==> config.mk <==
export PLATFORM = sky130hd
export DESIGN_NAME = moveCore
export DESIGN_NICKNAME = d
export VERILOG_FILES = /design/src/rtl/moveCorePkg.sv /design/src/rtl/moveCtrl.sv /design/src/rtl/moveDatapath.sv /design/src/rtl/moveCore.sv
export SDC_FILE = /design/constraint.sdc
export NUM_CORES = 2
export LEC_CHECK = 0
export BUFFER_PORTS_ARGS = -buffer_cell sky130_fd_sc_hd__buf_2
export CORE_MARGIN = 2
export CORE_UTILIZATION = 49
export CTS_BUF_LIST = sky130_fd_sc_hd__clkbuf_4 sky130_fd_sc_hd__clkbuf_8
export DETAILED_ROUTE_END_ITERATION = 8
export PLACE_DENSITY = 0.65
export SYNTH_ARGS = -nofsm -noshare
export SYNTH_HDL_FRONTEND = slang
export SYNTH_SLANG_ARGS = --single-unit
export TNS_END_PERCENT = 1
==> constraint.sdc <==
create_clock -name clk -period 7.5 [get_ports clk]
set_input_delay 0.75 -clock clk [delete_from_list [all_inputs] [get_ports clk]]
set_output_delay 0.75 -clock clk [all_outputs]
set_load 0.005 [all_outputs]
==> src/rtl/moveCorePkg.sv <==
package moveCorePkg;
  typedef enum logic {PH_FETCH, PH_EXEC} phase_e;

  // control to datapath strobes
  typedef struct packed {
    logic exec;    // execute cycle of an instruction
    logic commit;  // move is carried out (not skipped)
  } strobe_t;

  localparam int unsigned FLAG_W = 2;  // bit0 zero, bit1 sign

  localparam logic [15:0] ADDR_ADD_A   = 16'h0100;
  localparam logic [15:0] ADDR_ADD_TRG = 16'h0101;
  localparam logic [15:0] ADDR_ADD_SUM = 16'h0102;
  localparam logic [15:0] ADDR_SUB_A   = 16'h0110;
  localparam logic [15:0] ADDR_SUB_TRG = 16'h0111;
  localparam logic [15:0] ADDR_SUB_DIF = 16'h0112;
  localparam logic [15:0] ADDR_PC      = 16'h0120;
  localparam logic [15:0] ADDR_FLAGS   = 16'h0121;
  localparam logic [15:0] ADDR_MASK    = 16'h0122;
endpackage

==> src/rtl/moveCtrl.sv <==
module moveCtrl
  import moveCorePkg::*;
(
  input  logic    clk,
  input  logic    rstN,
  input  logic    condHit,
  output strobe_t stb
);
  phase_e phase;

  always_ff @(posedge clk or negedge rstN) begin
    if (!rstN) phase <= PH_FETCH;
    else       phase <= (phase == PH_FETCH) ? PH_EXEC : PH_FETCH;
  end

  always_comb begin
    stb.exec   = (phase == PH_EXEC);
    stb.commit = (phase == PH_EXEC) && !condHit;
  end

  // a move is never followed by another move in the next cycle
  assert_alternate_R2: assert property (@(posedge clk) disable iff (!rstN)
    stb.commit |=> !stb.commit);
endmodule

==> src/rtl/moveDatapath.sv <==
module moveDatapath
  import moveCorePkg::*;
#(
  parameter int unsigned DATA_W    = 32,
  parameter int unsigned RAM_WORDS = 16,
  parameter int unsigned IADDR_W   = 16
)(
  input  logic                clk,
  input  logic                rstN,
  input  strobe_t             stb,
  input  logic [31:0]         instr,
  output logic                condHit,
  output logic [IADDR_W-1:0]  imemAddr,
  output logic                busWrEn,
  output logic [15:0]         busWrAddr,
  output logic [DATA_W-1:0]   busWrData
);
  localparam int unsigned RAM_AW = $clog2(RAM_WORDS);

  logic [DATA_W-1:0] ram [RAM_WORDS];
  logic [DATA_W-1:0] pc, addA, addSum, subA, subDif, srcData, difNext;
  logic [FLAG_W-1:0] flags, mask;
  logic [15:0]       srcAddr, dstAddr;
  logic              srcInRam, dstInRam, flagLoad, pcLoad;

  assign srcAddr  = instr[31:16];
  assign dstAddr  = instr[15:0];
  assign srcInRam = !srcAddr[15] && (srcAddr < 16'(RAM_WORDS));
  assign dstInRam = (dstAddr < 16'(RAM_WORDS));
  assign condHit  = |(flags & mask);
  assign difNext  = subA - srcData;

  always_comb begin
    srcData = '0;
    if (srcAddr[15])   srcData = DATA_W'(srcAddr[14:0]);
    else if (srcInRam) srcData = ram[srcAddr[RAM_AW-1:0]];
    else begin
      case (srcAddr)
        ADDR_ADD_A:   srcData = addA;
        ADDR_ADD_SUM: srcData = addSum;
        ADDR_SUB_A:   srcData = subA;
        ADDR_SUB_DIF: srcData = subDif;
        ADDR_PC:      srcData = pc;
        ADDR_FLAGS:   srcData = DATA_W'(flags);
        ADDR_MASK:    srcData = DATA_W'(mask);
        default:      srcData = '0;
      endcase
    end
  end

  assign busWrEn   = stb.commit;
  assign busWrAddr = dstAddr;
  assign busWrData = srcData;
  assign pcLoad    = stb.commit && (dstAddr == ADDR_PC);
  assign flagLoad  = stb.commit && ((dstAddr == ADDR_SUB_TRG) || (dstAddr == ADDR_FLAGS));
  assign imemAddr  = pc[IADDR_W-1:0];

  always_ff @(posedge clk or negedge rstN) begin
    if (!rstN) begin
      pc <= '0; flags <= '0; mask <= '0;
      addA <= '0; addSum <= '0; subA <= '0; subDif <= '0;
    end else if (stb.exec) begin
      pc <= pcLoad ? srcData : pc + 1'b1;
      if (stb.commit && dstAddr == ADDR_SUB_TRG)
        flags <= {difNext[DATA_W-1], (difNext == '0)};
      else if (stb.commit && dstAddr == ADDR_FLAGS)
        flags <= srcData[FLAG_W-1:0];
      else
        flags <= '0;
      if (stb.commit) begin
        case (dstAddr)
          ADDR_ADD_A:   addA   <= srcData;
          ADDR_ADD_TRG: addSum <= addA + srcData;
          ADDR_SUB_A:   subA   <= srcData;
          ADDR_SUB_TRG: subDif <= difNext;
          ADDR_MASK:    mask   <= srcData[FLAG_W-1:0];
          default: ;
        endcase
      end
    end
  end

  generate
    for (genvar i = 0; i < RAM_WORDS; i++) begin : g_ram
      always_ff @(posedge clk or negedge rstN) begin
        if (!rstN) ram[i] <= '0;
        else if (stb.commit && dstInRam && dstAddr[RAM_AW-1:0] == RAM_AW'(i))
          ram[i] <= srcData;
      end
    end
  endgenerate

  // non-jumping instructions step the program counter by one
  assert_pc_step_R2: assert property (@(posedge clk) disable iff (!rstN)
    (stb.exec && !(busWrEn && busWrAddr == ADDR_PC)) |=> pc == $past(pc) + 1'b1);
  // fetch cycles leave architectural state alone
  assert_fetch_hold_R2: assert property (@(posedge clk) disable iff (!rstN)
    !stb.exec |=> ($stable(pc) && $stable(flags)));
  // a move to the PC address becomes the next program counter
  assert_jump_R7: assert property (@(posedge clk) disable iff (!rstN)
    (busWrEn && busWrAddr == ADDR_PC) |=> pc == $past(busWrData));
  // a skipped instruction keeps the mask and steps the PC
  assert_skip_R8: assert property (@(posedge clk) disable iff (!rstN)
    (stb.exec && |(flags & mask)) |=> ($stable(mask) && pc == $past(pc) + 1'b1));
  // flags clear after any instruction that does not load them
  assert_flags_clear_R9: assert property (@(posedge clk) disable iff (!rstN)
    (stb.exec && !(busWrEn && (busWrAddr == ADDR_SUB_TRG || busWrAddr == ADDR_FLAGS)))
      |=> flags == '0);
endmodule

==> src/rtl/moveCore.sv <==
module moveCore
  import moveCorePkg::*;
#(
  parameter int unsigned DATA_W    = 32,
  parameter int unsigned RAM_WORDS = 16,
  parameter int unsigned IADDR_W   = 16
)(
  input  logic               clk,
  input  logic               rstN,
  output logic [IADDR_W-1:0] imemAddr,
  input  logic [31:0]        imemData,
  output logic               busWrEn,
  output logic [15:0]        busWrAddr,
  output logic [DATA_W-1:0]  busWrData
);
  strobe_t stb;
  logic    condHit;

  moveCtrl u_ctrl (
    .clk(clk), .rstN(rstN), .condHit(condHit), .stb(stb)
  );

  moveDatapath #(.DATA_W(DATA_W), .RAM_WORDS(RAM_WORDS), .IADDR_W(IADDR_W)) u_dp (
    .clk(clk), .rstN(rstN), .stb(stb), .instr(imemData), .condHit(condHit),
    .imemAddr(imemAddr), .busWrEn(busWrEn), .busWrAddr(busWrAddr), .busWrData(busWrData)
  );
endmodule

# Yosys cells after proc, flatten, opt, wreduce, memory -nomap -nowiden
# Index checks and enable logic that the tools add are counted.
[totals]
regBits = 677
inputBits = 34
output_inout_bits = 65
elab_cells = 103
[op_classes]
addsub = 3
n_lt_le_gt_ge = 3
eq_ne = 29
n_mux = 10
bitwise_logic = 2
n_reduce_logical = 32
[op_table]
columns = ["operator", "n"]
rows = [
  ["$eq A16 B9 Y1 const B", 14],
  ["$pmux W32 S7", 1],
  ["$mux W32", 5],
  ["$bmux W32 S4", 1],
  ["$add A32 B1 Y32 const B", 1],
  ["$add A32 B32 Y32", 1],
  ["$eq A4 B4 Y1 const B", 8],
  ["$logic_not A32 Y1", 1],
  ["$lt A16 B5 Y1 const B", 2],
  ["$sub A32 B32 Y32", 1],
  ["$logic_and A1 B1 Y1", 22],
  ["$eq A4 B3 Y1 const B", 4],
  ["$reduce_and A3 Y1", 5],
  ["$eq A4 B2 Y1 const B", 2],
  ["$ge A5 B5 Y1 const B", 1],
  ["$not A4 Y5", 1],
  ["$eq A4 B1 Y1 const B", 1],
  ["$logic_not A4 Y1", 1],
  ["$mux W2", 2],
  ["$and A2 B2 Y2", 1],
  ["$logic_not A1 Y1", 2],
  ["$reduce_or A2 Y1", 1],
  ["$mux W1", 1],
]

# Longest topological paths before layout
[depth]
word_depth = 9
ltp_mapped = 26
depth_no_buf = 22

# Hierarchy
# A second synthesis with hierarchy kept.
[hier_totals]
cells_unflattened = 3381
area_unflattened_um2 = 33821.2
[modules_own_cells]
columns = ["mod", "n_inst", "cells_per_inst", "area_each_um2", "seq_area_each_um2"]
rows = [
  ["moveDatapath", 1, 3377, 33771.1, 16916.2],
  ["moveCtrl", 1, 4, 50.0, 25.0],
]

# Worst setup path after synthesis
# No wires, ideal clock.
[synth_timing]
path_kind = "input to register"
start = "in imemData[17]"
end = "reg u_dp.flags[0]"
setup_time_ps = 66
t_arrival_ps = 5331
t_required_ps = 7434
path_slack_ps = 2103
stages = 22
path_buffers = 6
cell_sequence = "clkbuf_1 -> buf_2 -> clkbuf_1 -> mux4_2 -> mux4_2 -> a211o_1 -> o21ai_0 -> buf_2 -> buf_2 -> ha_1 -> clkbuf_1 -> a21oi_1 -> o21ai_1 -> or3_1 -> nor3_2 -> o32ai_2 -> a2111oi_2 -> o41ai_1 -> a21oi_1 -> xnor2_1 -> nand4_1 -> nand2_1"
[synth_between]
elab_chain_cells = 9
elab_cells_between_ends = 20
cone_classes = "add/sub (1); order compare (1); eq/ne (7); mux (8); bitwise (1); reduce/logical (2)"
[synth_lines]
columns = ["element", "line_no", "text"]
rows = [
  ["start, declared", "moveCore.sv:11", "input logic [31:0] imemData,"],
  ["parallel branches: the longest is 5 deep, another holds $lt A16 B5 Y1", "--", ""],
  ["$mux W32 (*)", "moveDatapath.sv:35", "if (srcAddr[15]) srcData = DATA_W'(srcAddr[14:0]);"],
  ["$sub A32 B32 Y32", "moveDatapath.sv:31", "assign difNext = subA - srcData;"],
  ["$logic_not A32 Y1", "moveDatapath.sv:65", "flags <= {difNext[DATA_W-1], (difNext == '0)};"],
  ["$mux W2 (*)", "moveDatapath.sv:64", "if (stb.commit && dstAddr == ADDR_SUB_TRG)"],
  ["end signal, assigned", "moveDatapath.sv:65", ""],
  ["end signal, assigned", "moveDatapath.sv:67", "flags <= srcData[FLAG_W-1:0];"],
  ["end, declared", "moveDatapath.sv:22", "logic [FLAG_W-1:0] flags, mask;"],
]
# Mark *: on every way between the ends. The select of a mux whose other input is x is not followed.
# A chain may end at the register's enable or synchronous reset.

# Worst setup path in the final report
[layout_timing]
start = "in imemData[29]"
end = "reg u_dp.flags[0]"
[layout_between]
elab_chain_cells = 7
elab_cells_between_ends = 16
cone_classes = "add/sub (1); order compare (1); eq/ne (7); mux (5); reduce/logical (2)"
[layout_lines]
columns = ["element", "line_no", "text"]
rows = [
  ["$lt A16 B5 Y1 / $eq A16 B9 Y1 (equally long branches)", "moveDatapath.sv:28, moveDatapath.sv:38", ""],
  ["$logic_and A1 B1 Y1 / $pmux W32 S7 (equally long branches)", "moveDatapath.sv:28, moveDatapath.sv:38", ""],
  ["$mux W32", "moveDatapath.sv:36", "else if (srcInRam) srcData = ram[srcAddr[RAM_AW-1:0]];"],
  ["$mux W32 (*)", "moveDatapath.sv:35", ""],
  ["$sub A32 B32 Y32", "moveDatapath.sv:31", ""],
  ["$logic_not A32 Y1", "moveDatapath.sv:65", ""],
  ["$mux W2 (*)", "moveDatapath.sv:64", ""],
]
# Mark *: on every way between the ends. The rest lies on a longest branch, timed or not.

==> flow_summary.toml <==
[power]
vdd_drop_max_uv = 119
p_leak_nw = 16.7
p_per_area_nw_per_um2 = 203

[synth]
synth-edff-count = 0
synth_flop_cell = "dfrtp_1"
synth.top_cell.area_share_pct = 50.2
ys_warn_count = 0
synth_seq_cells = 677
netlist_instances = 3328
synth_top_cell_by_area = "dfrtp_1"
syn_area_per_cell_um2 = 10.1
synthArstFlopShare_pct = 100
synthesis.area_um2 = 33700
synth_area_leaders = "dfrtp_1 50%, mux4_2 11%, o21ai_0 10%"
syn-num-nets = 3427
ys_seq_area_share_pct = 50.2
ys_types = 83

[routing]
wl_per_cell_um = 23.4
vias = 26200
drtIter0Drc = 2379
drc = 0
wirelength_um = 100000
first_pass_iters = 7
antenna_left = 0
avgViaCountPerCell = 6.13

[worst_setup_path]
rr_startpoint = "u_dp.ram[257]"
worstPathRequired_ps = 8140
rr_endpoint = "u_dp.addSum[30]"
start_kind = "input pin"
endpoint_kind = "flip-flop"
crit_fanout = 32
r2r_cells = 17
criticalPathCategory = "input pin to flip-flop"
worstPathArrival_ps = 6840
r2r_slack_ps = 1580

[floorplanning]
fp.coreArea_um2 = 68300
pin_count = 99
die_height_um = 266
die_area_um2 = 71000
row_count = 96
initial_utilization_pct = 49.4
die_w_um = 266

[timing]
setup_viol = 0
finalHoldViolations = 0
fmax_mhz = 161
rsz0062_at_grt = "false"
finalMaxSlewViolations = 0
finalSetupTns_ps = 0
slew_headroom_pct = 20.6
fin_ws_ps = 1300
tightest_slew_ps = 1190
post-route-period-util_pct = 82.6
min_period_ps = 6200
skew_ps = 37.1

[finish]
stdcell_count = 4273
fillers = 5959
area_growth_pct = 9.16
nets = 3408
register_area_um2 = 16900
drive_above_1_share_pct = 17.1
multi_input_area_um2 = 15100

[grt]
grt_pass1_vias = 26200
overflow = 0
grt_max_degree = 182
grt_pass1_wl_um = 155000
grt_use_total_pct = 28.6
antenna_found_initial = 3

[placement]
io_buffers = 98
dp_hpwl_um = 63800
dp_slack_ps = 746
dp_cells = 4080
place_congestion = 0.952

[cts]
cts_sinks = 677
cts_made_buffers = 109
cts_hold_buf = 0
htreeDepth = 3
cts_setup_buffers = 0
cts_resized = 0
cts-root-buf = "clkbuf_8"
clock_path_buffers = 3
cts_tree = "yes"
clock_latency_ps = 730
cts.clk_slew.worst_paths_ps = 70

[worst_hold_path]
hold_class = "input pin to async pin"

[run]
cap_violations = 0

[status]
outcome = "finished, final reports clean"
[where the power goes]
group | internal [mW] | total [mW] | switching [mW]
registers | 3.65 | 3.66 | 0.00204
logic | 0.0935 | 0.331 | 0.238
clock network | 1.98 | 3.50 | 1.52
total | 5.73 | 7.49 | 1.75
[flip-flops by register name, indices dropped and copies added, names as in the netlist]
register      cells
u_ctrl.phase      1
u_dp.addA        32
u_dp.addSum      32
u_dp.flags        2
u_dp.mask         2
u_dp.pc          32
u_dp.ram        512
u_dp.subA        32
u_dp.subDif      32
[metal layers]
metal / global-route usage [%] / wire length (um)
met1: 39.5 / 42200
met2: 45.9 / 46600
met3: 4.89 / 8260
met4: 9.90 / 2960
met5: 0 / 26
[cell families (layout without fill, tap and decap cells)]
logic type      Yosys count  in the layout  share of synthesized area, %
simple gates            982            982                          12.4
buf+inv                 351            412                          5.20
other cells               0              2                             0
fa+ha+maj                65             65                          2.45
compound gates         1026           1026                          17.3
mux                     174            174                          11.1
flops                   677            677                          50.2
xor+xnor                 53             53                          1.38
[per-stage QoR]
| stage | total power [mW] | utilization, % | hold slack [ps] | cell area, um2 |
|---|---|---|---|---|
| after global routing | 7.73 | 53.9 | 149 | 36800 |
| after detailed placement | 4.06 | 50.4 | 465 | 34400 |
| after floorplan | 3.89 | - | 445 | 33700 |
| final | 7.49 | 53.9 | 112 | 36800 |
| after global placement | 4.05 | 50.4 | 456 | 34400 |
| after CTS | 7.54 | 53.9 | 106 | 36800 |
[cells in the final DEF (no fill, tap or decap), types with 10 or more instances in the layout]
cell / n
nand4_1: 21
mux2_2: 12
dfrtp_1: 677
buf_2: 95
o21ai_1: 29
nand3_1: 29
nor2_1: 57
buf_4: 67
inv_1: 49
nand2_2: 17
xor2_1: 23
a222oi_1: 32
a211o_1: 14
nand2b_1: 11
o21ai_0: 671
a21o_1: 27
nor2b_1: 10
mux4_2: 158
and3_1: 20
clkbuf_8: 132
nor3_1: 19
and2_1: 11
o22ai_1: 11
xnor2_1: 30
clkbuf_4: 40
a22oi_1: 31
a21oi_1: 118
o21a_1: 13
nand2_1: 736
ha_1: 63
[synth_stat cells (6+ instances only)]
cell        n
o21ai_1    17
o22ai_1    11
dfrtp_1   677
o211ai_1    6
nand2b_1   11
a22o_1      9
inv_1      49
nand2_2    12
a22oi_1    31
clkbuf_1  164
buf_6      22
buf_1       8
ha_1       63
nand2_1   741
a21oi_1   118
buf_4      55
nand4_1    21
and3_1     20
a31oi_1     8
a222oi_1   32
xnor2_1    30
nor2b_1    10
or3_1       7
mux2_2     12
o21ai_0   683
a211oi_1    9
o21a_1     13
nand3_1    29
nor2_1     60
a211o_1    14
buf_2      52
a21o_1     27
mux4_2    158
xor2_1     23
and2_1     11
nand3b_1    6
nor3_1     20
[layout make-up]
cell class / instances / share of cell area (%)
tap: 882 / 3.00
multi-input combinational: 2300 / 40.9
sequential: 677 / 46.0
antenna: 2 / 0.0136
clock inverter: 20 / 0.764
inverter: 50 / 0.509
clock buffer: 171 / 5.71
timing repair buffer: 171 / 3.09
[critical path: stages]
cell and delay, ps:
buf_2 120, nor4_1 660, nor2b_1 280, nand4_1 210
nor2_4 690, a221oi_1 210, nand2_1 100, o22ai_1 80
buf_4 240, inv_1 190, ha_1 210, inv_1 60
fa_1 440, a211oi_1 330, o21a_1 280, o221ai_2 140
o211ai_1 270, a31oi_1 270, a21bo_2 310, a31oi_1 190
xor2_1 190, nor4b_1 360, nand4_1 140, nand2_1 90
[how the worst max path moves through the flow]
stage / start / end / slack, ps / depth (start not counted)
final: imemData[29] / u_dp.flags[0] / 1300 / 24
after global routing: imemData[29] / u_dp.flags[0] / 900 / 24
after CTS: imemData[29] / u_dp.flags[0] / 1470 / 24
after detailed placement: imemData[29] / u_dp.flags[0] / 750 / 24
after global placement: imemData[29] / u_dp.flags[0] / 780 / 24
after floorplan: imemData[17] / u_dp.flags[0] / 2100 / 22
Power figures use the tool's default switching activity.
